## src/rtl/pwr_timer_pkg.sv

```systemverilog
package pwr_timer_pkg;

  // Strobes from the control FSM to the datapath counters
  typedef struct packed {
    logic rstStart;  // clear the reset tick counter
    logic rstRun;    // reset stretch in progress
    logic resStart;  // clear the resume tick counter
    logic resRun;    // resume pulse in progress
  } ctrlStrobes_t;

endpackage

```

## src/rtl/pwr_op_counter.sv

```systemverilog
module pwr_op_counter #(
  parameter int TICKS = 4
) (
  input  logic clk,
  input  logic rstN,
  input  logic tick,
  input  logic start,
  input  logic run,
  output logic last
);
  localparam int CNT_W = $clog2(TICKS + 1);

  logic [CNT_W-1:0] tickCnt;

  assign last = run && tick && (tickCnt == CNT_W'(TICKS - 1));

  always_ff @(posedge clk or negedge rstN) begin
    if (!rstN) begin
      tickCnt <= '0;
    end else if (start) begin
      tickCnt <= '0;
    end else if (run && tick && !last) begin
      tickCnt <= tickCnt + 1'b1;
    end
  end

  AST_CNT_RANGE: assert property (@(posedge clk) disable iff (!rstN)
    tickCnt < CNT_W'(TICKS)) else $error("tick counter out of range");

endmodule

```

## src/rtl/pwr_timer_datapath.sv

```systemverilog
module pwr_timer_datapath
  import pwr_timer_pkg::*;
#(
  parameter int PRESCALE_RELOAD = 49,
  parameter int RESET_TICKS     = 4,
  parameter int RESUME_TICKS    = 5,
  parameter int SUSPEND_CYCLES  = 33
) (
  input  logic         clk,
  input  logic         rstN,
  input  ctrlStrobes_t strobes,
  input  logic         bitClkIn,
  output logic         rstLast,
  output logic         resLast,
  output logic         suspended
);
  localparam int PS_W   = (PRESCALE_RELOAD > 0) ? $clog2(PRESCALE_RELOAD + 1) : 1;
  localparam int IDLE_W = $clog2(SUSPEND_CYCLES + 1);
  localparam int SYNC_STAGES = 3;

  // Prescaler: reload, count down, tick at zero
  logic [PS_W-1:0] psCnt;
  logic            tick;

  assign tick = (psCnt == '0);

  always_ff @(posedge clk or negedge rstN) begin
    if (!rstN) begin
      psCnt <= PS_W'(PRESCALE_RELOAD);
    end else if (tick) begin
      psCnt <= PS_W'(PRESCALE_RELOAD);
    end else begin
      psCnt <= psCnt - 1'b1;
    end
  end

  AST_TICK_SPACING: assert property (@(posedge clk) disable iff (!rstN)
    (PRESCALE_RELOAD > 0 && tick) |=> !tick) else $error("back-to-back ticks");

  // One tick counter per timed operation
  logic [1:0] opStart, opRun, opLast;
  assign opStart = {strobes.resStart, strobes.rstStart};
  assign opRun   = {strobes.resRun,   strobes.rstRun};

  generate
    for (genvar g = 0; g < 2; g++) begin : gOp
      localparam int OP_TICKS = (g == 0) ? RESET_TICKS : RESUME_TICKS;
      pwr_op_counter #(.TICKS(OP_TICKS)) u_cnt (
        .clk   (clk),
        .rstN  (rstN),
        .tick  (tick),
        .start (opStart[g]),
        .run   (opRun[g]),
        .last  (opLast[g])
      );
    end
  endgenerate

  assign rstLast = opLast[0];
  assign resLast = opLast[1];

  // Bit-clock synchronizer, edge detect and idle counter
  logic [SYNC_STAGES-1:0] bitSync;
  logic                   bitEdge;
  logic [IDLE_W-1:0]      idleCnt;

  assign bitEdge = bitSync[SYNC_STAGES-1] ^ bitSync[SYNC_STAGES-2];

  always_ff @(posedge clk or negedge rstN) begin
    if (!rstN) begin
      bitSync <= '0;
      idleCnt <= IDLE_W'(SUSPEND_CYCLES);
    end else begin
      bitSync <= {bitSync[SYNC_STAGES-2:0], bitClkIn};
      if (bitEdge) begin
        idleCnt <= '0;
      end else if (idleCnt != IDLE_W'(SUSPEND_CYCLES)) begin
        idleCnt <= idleCnt + 1'b1;
      end
    end
  end

  assign suspended = (idleCnt == IDLE_W'(SUSPEND_CYCLES));

  AST_EDGE_CLEARS: assert property (@(posedge clk) disable iff (!rstN)
    bitEdge |=> !suspended) else $error("edge did not clear suspended");
  AST_IDLE_SAT: assert property (@(posedge clk) disable iff (!rstN)
    (suspended && !bitEdge) |=> suspended) else $error("idle count wrapped");

endmodule

```

## src/rtl/pwr_timer_ctrl.sv

```systemverilog
module pwr_timer_ctrl
  import pwr_timer_pkg::*;
(
  input  logic         clk,
  input  logic         rstN,
  input  logic         coldReq,
  input  logic         resumeReq,
  input  logic         rstLast,
  input  logic         resLast,
  output ctrlStrobes_t strobes,
  output logic         resetBusy,
  output logic         resetDone,
  output logic         resumeBusy,
  output logic         resumeDone
);
  logic rstStartNow, resStartNow;

  assign rstStartNow = !resetBusy && coldReq;
  assign resStartNow = !resumeBusy && resumeReq;

  assign strobes.rstStart = rstStartNow;
  assign strobes.rstRun   = resetBusy;
  assign strobes.resStart = resStartNow;
  assign strobes.resRun   = resumeBusy;

  always_ff @(posedge clk or negedge rstN) begin
    if (!rstN) begin
      resetBusy  <= 1'b1;  // codec held in reset from power-up
      resetDone  <= 1'b0;
      resumeBusy <= 1'b0;
      resumeDone <= 1'b0;
    end else begin
      resetDone  <= 1'b0;
      resumeDone <= 1'b0;
      if (resetBusy && rstLast) begin
        resetBusy <= 1'b0;
        resetDone <= 1'b1;
      end else if (rstStartNow) begin
        resetBusy <= 1'b1;
      end
      if (resumeBusy && resLast) begin
        resumeBusy <= 1'b0;
        resumeDone <= 1'b1;
      end else if (resStartNow) begin
        resumeBusy <= 1'b1;
      end
    end
  end

  AST_RST_DONE_PULSE: assert property (@(posedge clk) disable iff (!rstN)
    resetDone |=> !resetDone) else $error("reset done too long");
  AST_RST_DONE_AFTER_BUSY: assert property (@(posedge clk) disable iff (!rstN)
    resetDone |-> ($past(resetBusy) && !resetBusy)) else $error("reset done without end");
  AST_RST_REQ_IGNORED: assert property (@(posedge clk) disable iff (!rstN)
    (resetBusy && coldReq && !rstLast) |=> resetBusy) else $error("busy reset dropped");
  AST_RES_DONE_PULSE: assert property (@(posedge clk) disable iff (!rstN)
    resumeDone |=> !resumeDone) else $error("resume done too long");
  AST_RES_REQ_IGNORED: assert property (@(posedge clk) disable iff (!rstN)
    (resumeBusy && resumeReq && !resLast) |=> resumeBusy) else $error("busy resume dropped");

endmodule

```

## src/rtl/codec_pwr_timer.sv

```systemverilog
module codec_pwr_timer
  import pwr_timer_pkg::*;
#(
  parameter int PRESCALE_RELOAD = 49,
  parameter int RESET_TICKS     = 4,
  parameter int RESUME_TICKS    = 5,
  parameter int SUSPEND_CYCLES  = 33
) (
  input  logic clk,
  input  logic rstN,
  input  logic coldReq,
  input  logic resumeReq,
  input  logic bitClkIn,
  output logic codecResetN,
  output logic syncOverride,
  output logic suspended,
  output logic resetBusy,
  output logic resetDone,
  output logic resumeBusy,
  output logic resumeDone
);
  ctrlStrobes_t strobes;
  logic rstLast, resLast;

  pwr_timer_ctrl u_ctrl (
    .clk        (clk),
    .rstN       (rstN),
    .coldReq    (coldReq),
    .resumeReq  (resumeReq),
    .rstLast    (rstLast),
    .resLast    (resLast),
    .strobes    (strobes),
    .resetBusy  (resetBusy),
    .resetDone  (resetDone),
    .resumeBusy (resumeBusy),
    .resumeDone (resumeDone)
  );

  pwr_timer_datapath #(
    .PRESCALE_RELOAD (PRESCALE_RELOAD),
    .RESET_TICKS     (RESET_TICKS),
    .RESUME_TICKS    (RESUME_TICKS),
    .SUSPEND_CYCLES  (SUSPEND_CYCLES)
  ) u_dp (
    .clk       (clk),
    .rstN      (rstN),
    .strobes   (strobes),
    .bitClkIn  (bitClkIn),
    .rstLast   (rstLast),
    .resLast   (resLast),
    .suspended (suspended)
  );

  assign codecResetN  = !resetBusy;
  assign syncOverride = resumeBusy;

  AST_SYNC_MATCHES_BUSY: assert property (@(posedge clk) disable iff (!rstN)
    $rose(syncOverride) |-> $past(resumeReq)) else $error("sync raised without request");

endmodule

```

## config.mk

```make
export PLATFORM = sky130hd
export DESIGN_NAME = codec_pwr_timer
export DESIGN_NICKNAME = d
export VERILOG_FILES = /design/src/rtl/pwr_timer_pkg.sv /design/src/rtl/pwr_op_counter.sv /design/src/rtl/pwr_timer_datapath.sv /design/src/rtl/pwr_timer_ctrl.sv /design/src/rtl/codec_pwr_timer.sv
export SDC_FILE = /design/constraint.sdc
export NUM_CORES = 1
export LEC_CHECK = 0
export BUFFER_PORTS_ARGS = -buffer_cell sky130_fd_sc_hd__buf_2
export CORE_AREA = 2 2 54 56
export DETAILED_ROUTE_END_ITERATION = 6
export DIE_AREA = 0 0 56 58
export PLACE_DENSITY = 0.67
export SYNTH_ARGS = -nofsm -noshare
export SYNTH_HDL_FRONTEND = slang
export SYNTH_HIERARCHICAL = 1
export SYNTH_SLANG_ARGS = --single-unit
```

## constraint.sdc

```tcl
create_clock -name clk -period 1.8 [get_ports clk]
set_input_delay 0.09 -clock clk [delete_from_list [all_inputs] [get_ports clk]]
set_output_delay 0.09 -clock clk [all_outputs]
set_load 0.02 [all_outputs]
```

Yosys cells after proc, flatten, opt, wreduce, memory -nomap -nowiden

Index checks and enable logic that the tools add are counted.

Output and inout bits: 7
Register bits: 25
Logic and storage cells: 51
Input bits: 5

Bitwise gates (word level): 1
$add $sub $neg: 4
Eq/ne operators: 4
Reduce and logical (&&, ||, !) cells: 20
Multiplexer cells: 13

Operators with widths:

| cell                                                                | count |
|---|---|
| 6-bit two-way mux                                                   | 3 |
| 3-bit two-way mux                                                   | 4 |
| 1-bit logical AND                                                   | 10 |
| 2-bit nonzero test                                                  | 5 |
| 3-bit by 1-bit adder with 3-bit output (second input constant)      | 2 |
| 6-bit by 1-bit adder with 6-bit output (second input constant)      | 1 |
| 6-bit == test (second input constant)                               | 1 |
| 6-bit zero test                                                     | 1 |
| 1-bit two-way mux                                                   | 6 |
| 6-bit != test (second input constant)                               | 1 |
| 6-bit by 1-bit subtractor with 6-bit output (second input constant) | 1 |
| 1-bit zero test                                                     | 4 |
| 3-bit by 2-bit == test with 1-bit output (second input constant)    | 1 |
| 3-bit == test (second input constant)                               | 1 |
| 1-bit bitwise XOR                                                   | 1 |

Longest topological paths before layout

Gate-level depths: netlist (run 1).

Depth in word-level cells: 7
Mapped depth: 8
Mapped depth without buffers: 8

Modules after synthesis

Netlist (run 1), hierarchy kept.

Modules (own cells, without submodules):

| module                             | area each (um^2) | times used | cells an instance |
|---|---|---|---|
| pwr_timer_datapath                 | 696.9            | 1          | 62 |
| pwr_op_counter (u_dp.gOp[0].u_cnt) | 196.4            | 1          | 17 |
| pwr_op_counter (u_dp.gOp[1].u_cnt) | 192.7            | 1          | 21 |
| pwr_timer_ctrl                     | 180.2            | 1          | 16 |
| codec_pwr_timer                    | 11.3             | 1          | 2 |

Least setup slack after synthesis (run 1)

No wires, ideal clock.

Path type: flip-flop to flip-flop
Start point: register u_dp.psCnt[0]
End point: register u_dp.gOp[0].u_cnt.tickCnt[0]
Required time: 1.675 ns
Library setup time: 0.125 ns
Buffers on the path: 0
Slack: 0.136 ns
Arrival: 1.539 ns
Stages on the path, launching flop included: 7
Clock period less this slack: 1.664 ns
Cell sequence: dfstp_2 inv_1 ha_1 nand3b_1 inv_1 and3b_2 mux2_4

Longest elaborated chain between the ends: 6

Ends and longest elaborated chain:

| item                             | RTL line                                   | source |
|---|---|---|
| from (decl)                      | pwr_timer_datapath.sv:22                   | `logic [PS_W-1:0] psCnt;` |
| from (signal assigned)           | pwr_timer_datapath.sv:29                   | `psCnt <= PS_W'(PRESCALE_RELOAD);` |
| from (signal assigned)           | pwr_timer_datapath.sv:31                   | `psCnt <= PS_W'(PRESCALE_RELOAD);` |
| from (signal assigned)           | pwr_timer_datapath.sv:33                   | `psCnt <= psCnt - 1'b1;` |
| 6-bit zero test (*)              | pwr_timer_datapath.sv:25                   | `assign tick = (psCnt == '0);` |
| via u_dp.tick                    | pwr_timer_datapath.sv:23                   | `logic tick;` |
| 1-bit logical AND (*)            | pwr_op_counter.sv:15, pwr_op_counter.sv:22 |  |
| 1-bit logical AND                | pwr_op_counter.sv:15                       | `assign last = run && tick && (tickCnt == CNT_W'(TICKS - 1));` |
| 1-bit zero test                  | pwr_op_counter.sv:22                       | `end else if (run && tick && !last) begin` |
| 1-bit logical AND (*)            | pwr_op_counter.sv:22                       |  |
| 2-bit nonzero test (no line) (*) | --                                         |  |
| to (signal assigned)             | pwr_op_counter.sv:23                       | `tickCnt <= tickCnt + 1'b1;` |
| to (decl)                        | pwr_op_counter.sv:13                       | `logic [CNT_W-1:0] tickCnt;` |

The timed path passes the listed nets; every way through them passes the cells marked *.
A chain may end at the register's enable or synchronous reset.

Worst setup path after layout (run 1)

Start point: register u_dp.psCnt[0]
End point: register u_dp.gOp[0].u_cnt.tickCnt[2]

The elaborated chain is that of the path after synthesis.

==> results.md, run 1 <==
- Pwr dens: 675 nW/um^2
- Initial antenna violation count: 0
- Clk Tree Root Cell: clkbuf_4
- CP Max Fanout: 6
- Filler cell count: 240
- Final worst-path cycle share: 0.939
- Post-DRT Antenna Nets: 0
- Num CTS Buffers: 3
- Final non-filler cell area: 1450 sq um
- Dominant cell type by area after synthesis: dfrtp_1
- Status: complete, no violations
- Top-count cell post-synth: dfrtp_1
- Layout cells sized above 1: 0.287
- Number of port buffers: 11
- Fin crit period: 1690 ps
- CTS Buffer Depth: 2
- Cells after synthesis: 118
- Global placement routability congestion: 0.743
- Clock Skew: 6.88 ps
- Async SR Flop Fraction: 1.00
- DP HPWL: 1430 um
- Pin count of the biggest net entering global routing: 26
- Worst Path Arrival: 1910 ps
- Top cells by count, synth: dfrtp_1 (19), nor2_1 (13), inv_1 (9)
- Worst-Margin Slew: 555 ps
- Core area: 2660 sq um
- Static Leak: 0.681 nW
- H-tree levels: 1
- Hold path cells: 3
- Post-Layout Cell Count: 167
- Area taken by multi-input logic gates: 588 sq um
- Vias: 842
- Pins Over Slew Limit: 0
- CP endpoint kind: flop
- Final WL: 2110 um
- Synth Area per Inst: 10.8 sq um
- Setup TNS: 0 ps
- Post-Place Cells: 155
- DP Area: 1330 sq um
- Top-area cell type share of the netlist area: 0.372
- Register area: 633 sq um
- Post-synth top flop: dfrtp_1
- Post-synth EDFFs: 0
- FF+latch count, synth: 25
- DRT iter0 DRCs: 8
- R2R depth: 6
- I/O pins: 12
- Area contributors post-synth: dfrtp_1 (37%), dfstp_2 (12%), ha_1 (7.8%), nor2_1 (3.8%), buf_4 (2.9%)
- Hold slack: 188 ps
- Wire length per cell: 12.6 um
- # DRC: 0
- Clock Latency Late Sink: 310 ps
- WS Path Type: flop to flop
- CTS sink cnt: 25
- Slew Limit Headroom: 0.630
- Synth unique cells: 34
- Drt pass-1 iters: 3
- Area Growth Syn to Fin: 13.5%
- Final setup violating endpoints: 0
- Total Routing Usage GR: 0.147
- Vias in the first global route: 856
- Max Freq: 591 MHz
- Util after Layout: 0.545
- Die X: 56 um
- TritonCTS clock tree: yes
- Final hold violation count: 0
- Post-Syn Area: 1280 sq um
- Die area: 3250 sq um
- Total grt overflow: 0
- Worst path required time: 2020 ps
- N_diodes: 0
- Reg clk slew, reported paths: 130 ps
- Sequential area share after synthesis: 0.496
- Initial core utilization: 0.480
- Hold WC Path Type: primary input to flop
- Startpoint Class: flop
- Warnings from Yosys: 6
- Worst vdd ir: 0.380 mV
- Max_cap viols: 0
- Cell Rows: 19
- Post-synth net total: 131
- Die Y: 58 um
- First-pass GRT wire length: 3750 um
- # nets final: 150
- Routed vias/inst: 5.04
==> critical path, stage by stage (launching register included) <==
cell	delay [ps]
dfstp_2	580
inv_1	70
ha_2	190
nand3b_1	140
inv_2	80
and3b_2	240
mux2_4	300
==> metal layers <==
layer | vias to the layer above | GRT usage | part of all wire
met5 | - | 0 | 0
met4 | 0 | 0.0510 | 0.0090
met3 | 2 | 0.0201 | 0.019
met2 | 10 | 0.255 | 0.49
met1 | 408 | 0.190 | 0.49
li1 | 422 | - | -
==> layout make-up <==
type	count	area share
repair buffers	20	0.0897
flip-flops and latches	25	0.437
multi-input cells	78	0.406
well taps	31	0.0267
clock buffers	4	0.0181
inverters	9	0.0233
==> stage by stage <==
| step | power (mW) | worst slack (ps) |
|---|---|---|
| final | 0.979 | 109 |
| after global routing | 1.03 | -3.30 |
| after CTS | 0.988 | 25.0 |
| after detailed placement | 0.726 | 59.0 |
| after global placement | 0.720 | 104 |
| after floorplan | 0.703 | 136 |
==> cell usage in the layout (no fill, tap or decap), drive strengths merged, types with 2 or more instances in the layout <==
master / n
dfrtp: 19
buf: 17
nor2: 13
inv: 9
ha: 8
nor3: 7
dfstp: 6
nand2: 5
o21ai: 5
nor3b: 4
xnor2: 4
nand2b: 4
clkbuf: 4
dlygate4sd3: 3
xor2: 3
nand3: 3
mux2: 3
or3: 2
and2b: 2
mux2i: 2
nor2b: 2
and2: 2
a21oi: 2
==> where the power goes <==
group	internal [mW]	leakage (nW)	switching [mW]	total (mW)
Clock	0.0865	0.0150	0.162	0.248
Combinational	0.0537	0.354	0.0559	0.110
Sequential	0.588	0.313	0.0327	0.621
Total	0.729	0.681	0.250	0.979
==> registers in the layout, summed over array words and instances, names as in the netlist <==
name,cells
u_ctrl/resetBusy,1
u_ctrl/resetDone,1
u_ctrl/resumeBusy,1
u_ctrl/resumeDone,1
u_dp/bitSync,3
u_dp/gOp.u_cnt/tickCnt,6
u_dp/idleCnt,6
u_dp/psCnt,6
==> kinds of logic after synthesis <==
logic type,Yosys count,share of synthesized area
flip-flops,25,0.496
XOR/XNOR,7,0.0480
adder cells (fa/ha/maj),8,0.0784
buffers and inverters,15,0.0646
AND/OR/NAND/NOR,48,0.218
AO/OA/AOI/OAI,10,0.0470
multiplexers,5,0.0480
==> final timing paths <==
kind / from / slack (ps) / end
max in group asynchronous: rstN / 1140 / u_dp/psCnt[0]
setup reg to reg: u_dp/psCnt[0] / 110 / u_dp/gOp[0].u_cnt/tickCnt[2]
setup / recovery: u_dp/psCnt[0] / 110 / u_dp/gOp[0].u_cnt/tickCnt[2]
hold reg to reg: u_dp/bitSync[0] / 360 / u_dp/bitSync[1]
hold / removal: resumeReq / 190 / u_dp/gOp[1].u_cnt/tickCnt[2]
min in group asynchronous: rstN / 290 / u_dp/psCnt[3]
==> what timing repair did <==
item | in CTS | in global routing
setup buffers | 0 | 5
resized for setup | 2 | 3
pin swaps | 0 | 1
hold endpoints to repair | 21 | 0
endpoints found under the setup margin | 1 | 7
hold buffers | 3 | 0
Power figures use the tool's default switching activity.
==> run 2: changes to the inputs <==
--- a/config.mk
+++ b/config.mk
@@ -6,11 +6,10 @@
 export NUM_CORES = 1
 export LEC_CHECK = 0
 export BUFFER_PORTS_ARGS = -buffer_cell sky130_fd_sc_hd__buf_2
-export CORE_AREA = 2 2 54 56
+export CORE_AREA = 2 2 53 55
 export DETAILED_ROUTE_END_ITERATION = 6
-export DIE_AREA = 0 0 56 58
+export DIE_AREA = 0 0 55 57
 export PLACE_DENSITY = 0.67
 export SYNTH_ARGS = -nofsm -noshare
 export SYNTH_HDL_FRONTEND = slang
-export SYNTH_HIERARCHICAL = 1
 export SYNTH_SLANG_ARGS = --single-unit
==> run 2 against run 1 <==
Effect of this change:
- utilization rose by 0.75 points
- area after synthesis fell by 3.9%
- first-iteration DRC count rose by 110%
- critical path type unchanged
- critical endpoint is now u_dp.gOp[0].u_cnt.tickCnt[2]
- largest cell class unchanged
==> results.md, run 2 <==
- Status: complete, no violations
- Synth unique cells: 33
- Slowest CP cell: or4_4
- Slew Limit Headroom: 0.633
- CP Max Fanout: 4
- Clock Skew: 10.5 ps
- Vias: 945
- Final setup violating endpoints: 0
- Area Growth Syn to Fin: 17.6%
- Clk Tree Root Cell: clkbuf_4
- RSZ-0062 raised after global routing: yes
- Worst vdd ir: 0.340 mV
- Die Y: 57 um
- Clock power frac: 0.260
- I/O pins: 12
- WS Path Type: flop to flop
- DP HPWL: 1610 um
- FF+latch count, synth: 25
- Post-synth top flop: dfrtp_1
- CP Launch Point: u_dp.gOp[0].u_cnt.tickCnt[1]
- CP endpoint kind: flop
- Post-Place Cells: 163
- Setup TNS: 0 ps
- Final worst-path cycle share: 0.984
- First-pass GRT wire length: 3590 um
- Top-area cell type share of the netlist area: 0.387
- CTS Buffer Depth: 2
- TritonCTS clock tree: yes
- Core area: 2620 sq um
- Drt pass-1 iters: 4
- Post-Syn Area: 1230 sq um
- Layout cells sized above 1: 0.243
- DRT iter0 DRCs: 17
- Worst r2r src: u_dp.gOp[0].u_cnt.tickCnt[1]
- Worst path depth: 5
- HP Start: resumeReq
- N_diodes: 0
- Dominant cell type by area after synthesis: dfrtp_1
- Pins Over Slew Limit: 0
- Post-synth EDFFs: 0
- Fin crit period: 1770 ps
- Post-Layout Cell Count: 171
- Max_cap viols: 0
- Worst Path Arrival: 2000 ps
- Area contributors post-synth: dfrtp_1 (39%), dfstp_2 (13%), ha_1 (8.2%), nand2_1 (3.7%), nor2_1 (3.7%)
- Cells after synthesis: 120
- Vias in the first global route: 883
- Pwr dens: 648 nW/um^2
- Hold WC Path Type: primary input to flop
- H-tree levels: 1
- Top cells by count, synth: dfrtp_1 (19), nand2_1 (12), nor2_1 (12)
- Worst path required time: 2030 ps
- Initial core utilization: 0.469
- Num CTS Buffers: 3
- Total grt overflow: 0
- Wire length per cell: 13.5 um
- Register area: 633 sq um
- CP peak stage delay: 430 ps
- CTS sink cnt: 25
- Largest registers: u_dp.gOp.u_cnt.tickCnt x6, u_dp.idleCnt x6, u_dp.psCnt x6
- Worst-Margin Slew: 550 ps
- Warnings from Yosys: 0
- Flop pwr share: 0.648
- Routed vias/inst: 5.53
- Sw Ratio: 0.242
- Total Routing Usage GR: 0.153
- Area taken by multi-input logic gates: 598 sq um
- Buffers & Inverters on Critical Path: 0
- Reg clk slew, reported paths: 140 ps
- Async SR Flop Fraction: 1.00
- Cell Int Power: 0.709 mW
- # nets final: 154
- Cell Rows: 19
- Static Leak: 0.670 nW
- Synth Area per Inst: 10.2 sq um
- Max Freq: 565 MHz
- # DRC: 0
- Global placement routability congestion: 0.767
- Final WL: 2300 um
- Sequential area share after synthesis: 0.516
- R2R depth: 5
- Initial antenna violation count: 0
- Top-count cell post-synth: dfrtp_1
- Die area: 3140 sq um
- Filler cell count: 243
- P_sw: 0.226 mW
- Top delay family on crit path: simple AND/OR/NAND/NOR gates
- Comb pwr share: 0.092
- Clock Latency Late Sink: 310 ps
- CP Cell Sequence: ha_2 -> ha_4 -> or3b_4 -> or4_4 -> o311ai_2
- Post-synth net total: 133
- Hold path cells: 3
- Number of port buffers: 11
- Final hold violation count: 0
- Pin count of the biggest net entering global routing: 26
- Die X: 55 um
- Commonest non-fill, non-tap cell in the layout: dfrtp_1
- Leading cell types in the layout, fill and taps excluded: dfrtp_1 (19), nand2_1 (12), nor2_1 (12)
- Startpoint Class: flop
- Post-DRT Antenna Nets: 0
-- run 2: cell count changes in the layout (fill, tap and decap cells not counted), sizes merged, moves of 2 or more --
cell,previous run,this run
o211ai,0,2
nor3,7,4
o21ai,5,7
or4,0,2
a311oi,0,2
nand2b,4,1
nand2,5,12
mux2i,2,0
mux2,3,0
and2b,2,0
a31oi,1,3
-- run 2: power by group through the flow --
stage	clock network (mW)	registers, mW	logic [mW]
2_1_floorplan	0	0.610	0.0400
3_3_place_gp	0	0.613	0.0646
3_5_place_dp	0	0.615	0.0686
6_report	0.243	0.606	0.0863
4_1_cts	0.257	0.605	0.0759
5_1_grt	0.282	0.609	0.0990
-- run 2: metal layers --
layer | global-route usage | wire length (um)
met5 | 0 | 0
met4 | 0.0418 | 13
met3 | 0.0314 | 66
met2 | 0.277 | 1190
met1 | 0.177 | 1040
-- run 2: repair_timing --
item,CTS,global route
hold buffers,2,0
cloned,0,0
setup endpoints to repair,2,4
hold endpoints to repair,20,0
buffers inserted,1,1
pin swaps,0,2
resized for setup,1,6
-- run 2: logic make-up after synthesis --
family / share of synthesized area
xor+xnor: 0.0428
flops: 0.516
compound gates: 0.118
simple gates: 0.205
fa+ha+maj: 0.0816
buf+inv: 0.0367
-- run 2: path summary, 6_finish.rpt --
kind	slack [ps]	endpoint
max in group asynchronous	1140	u_dp.psCnt[4]
setup / recovery	30	u_dp.gOp[0].u_cnt.tickCnt[2]
setup reg to reg	30	u_dp.gOp[0].u_cnt.tickCnt[2]
min in group asynchronous	280	u_dp.gOp[0].u_cnt.tickCnt[0]
hold reg to reg	370	u_dp.bitSync[1]
hold / removal	60	u_ctrl.resumeBusy
-- run 2: final cells by class --
type | instances | area share
sequential | 25 | 0.438
multi-input combinational | 84 | 0.414
timing repair buffer | 18 | 0.0780
tap | 31 | 0.0269
inverter | 9 | 0.0234
clock buffer | 3 | 0.0156
clock inverter | 1 | 0.00347
-- run 2: tightest hold or removal path: cells and delay by family --
kind	cells	cell delay, ps
AOI/OAI and AO/OA	1	70
buffers and inverters	2	170
-- run 2: metrics by stage --
step | cell area [sq um] | hold WS [ps] | worst slack, ps | power (mW) | utilization
6_report | 1440 | 56.3 | 29.6 | 0.936 | 0.552
5_1_grt | 1440 | 45.9 | -44.5 | 0.989 | 0.552
4_1_cts | 1390 | 43.6 | 7.87 | 0.938 | 0.533
3_5_place_dp | 1340 | 108 | 7.15 | 0.684 | 0.511
3_3_place_gp | 1340 | 101 | 43.8 | 0.677 | 0.511
2_1_floorplan | 1230 | -206 | 57.0 | 0.650 | -
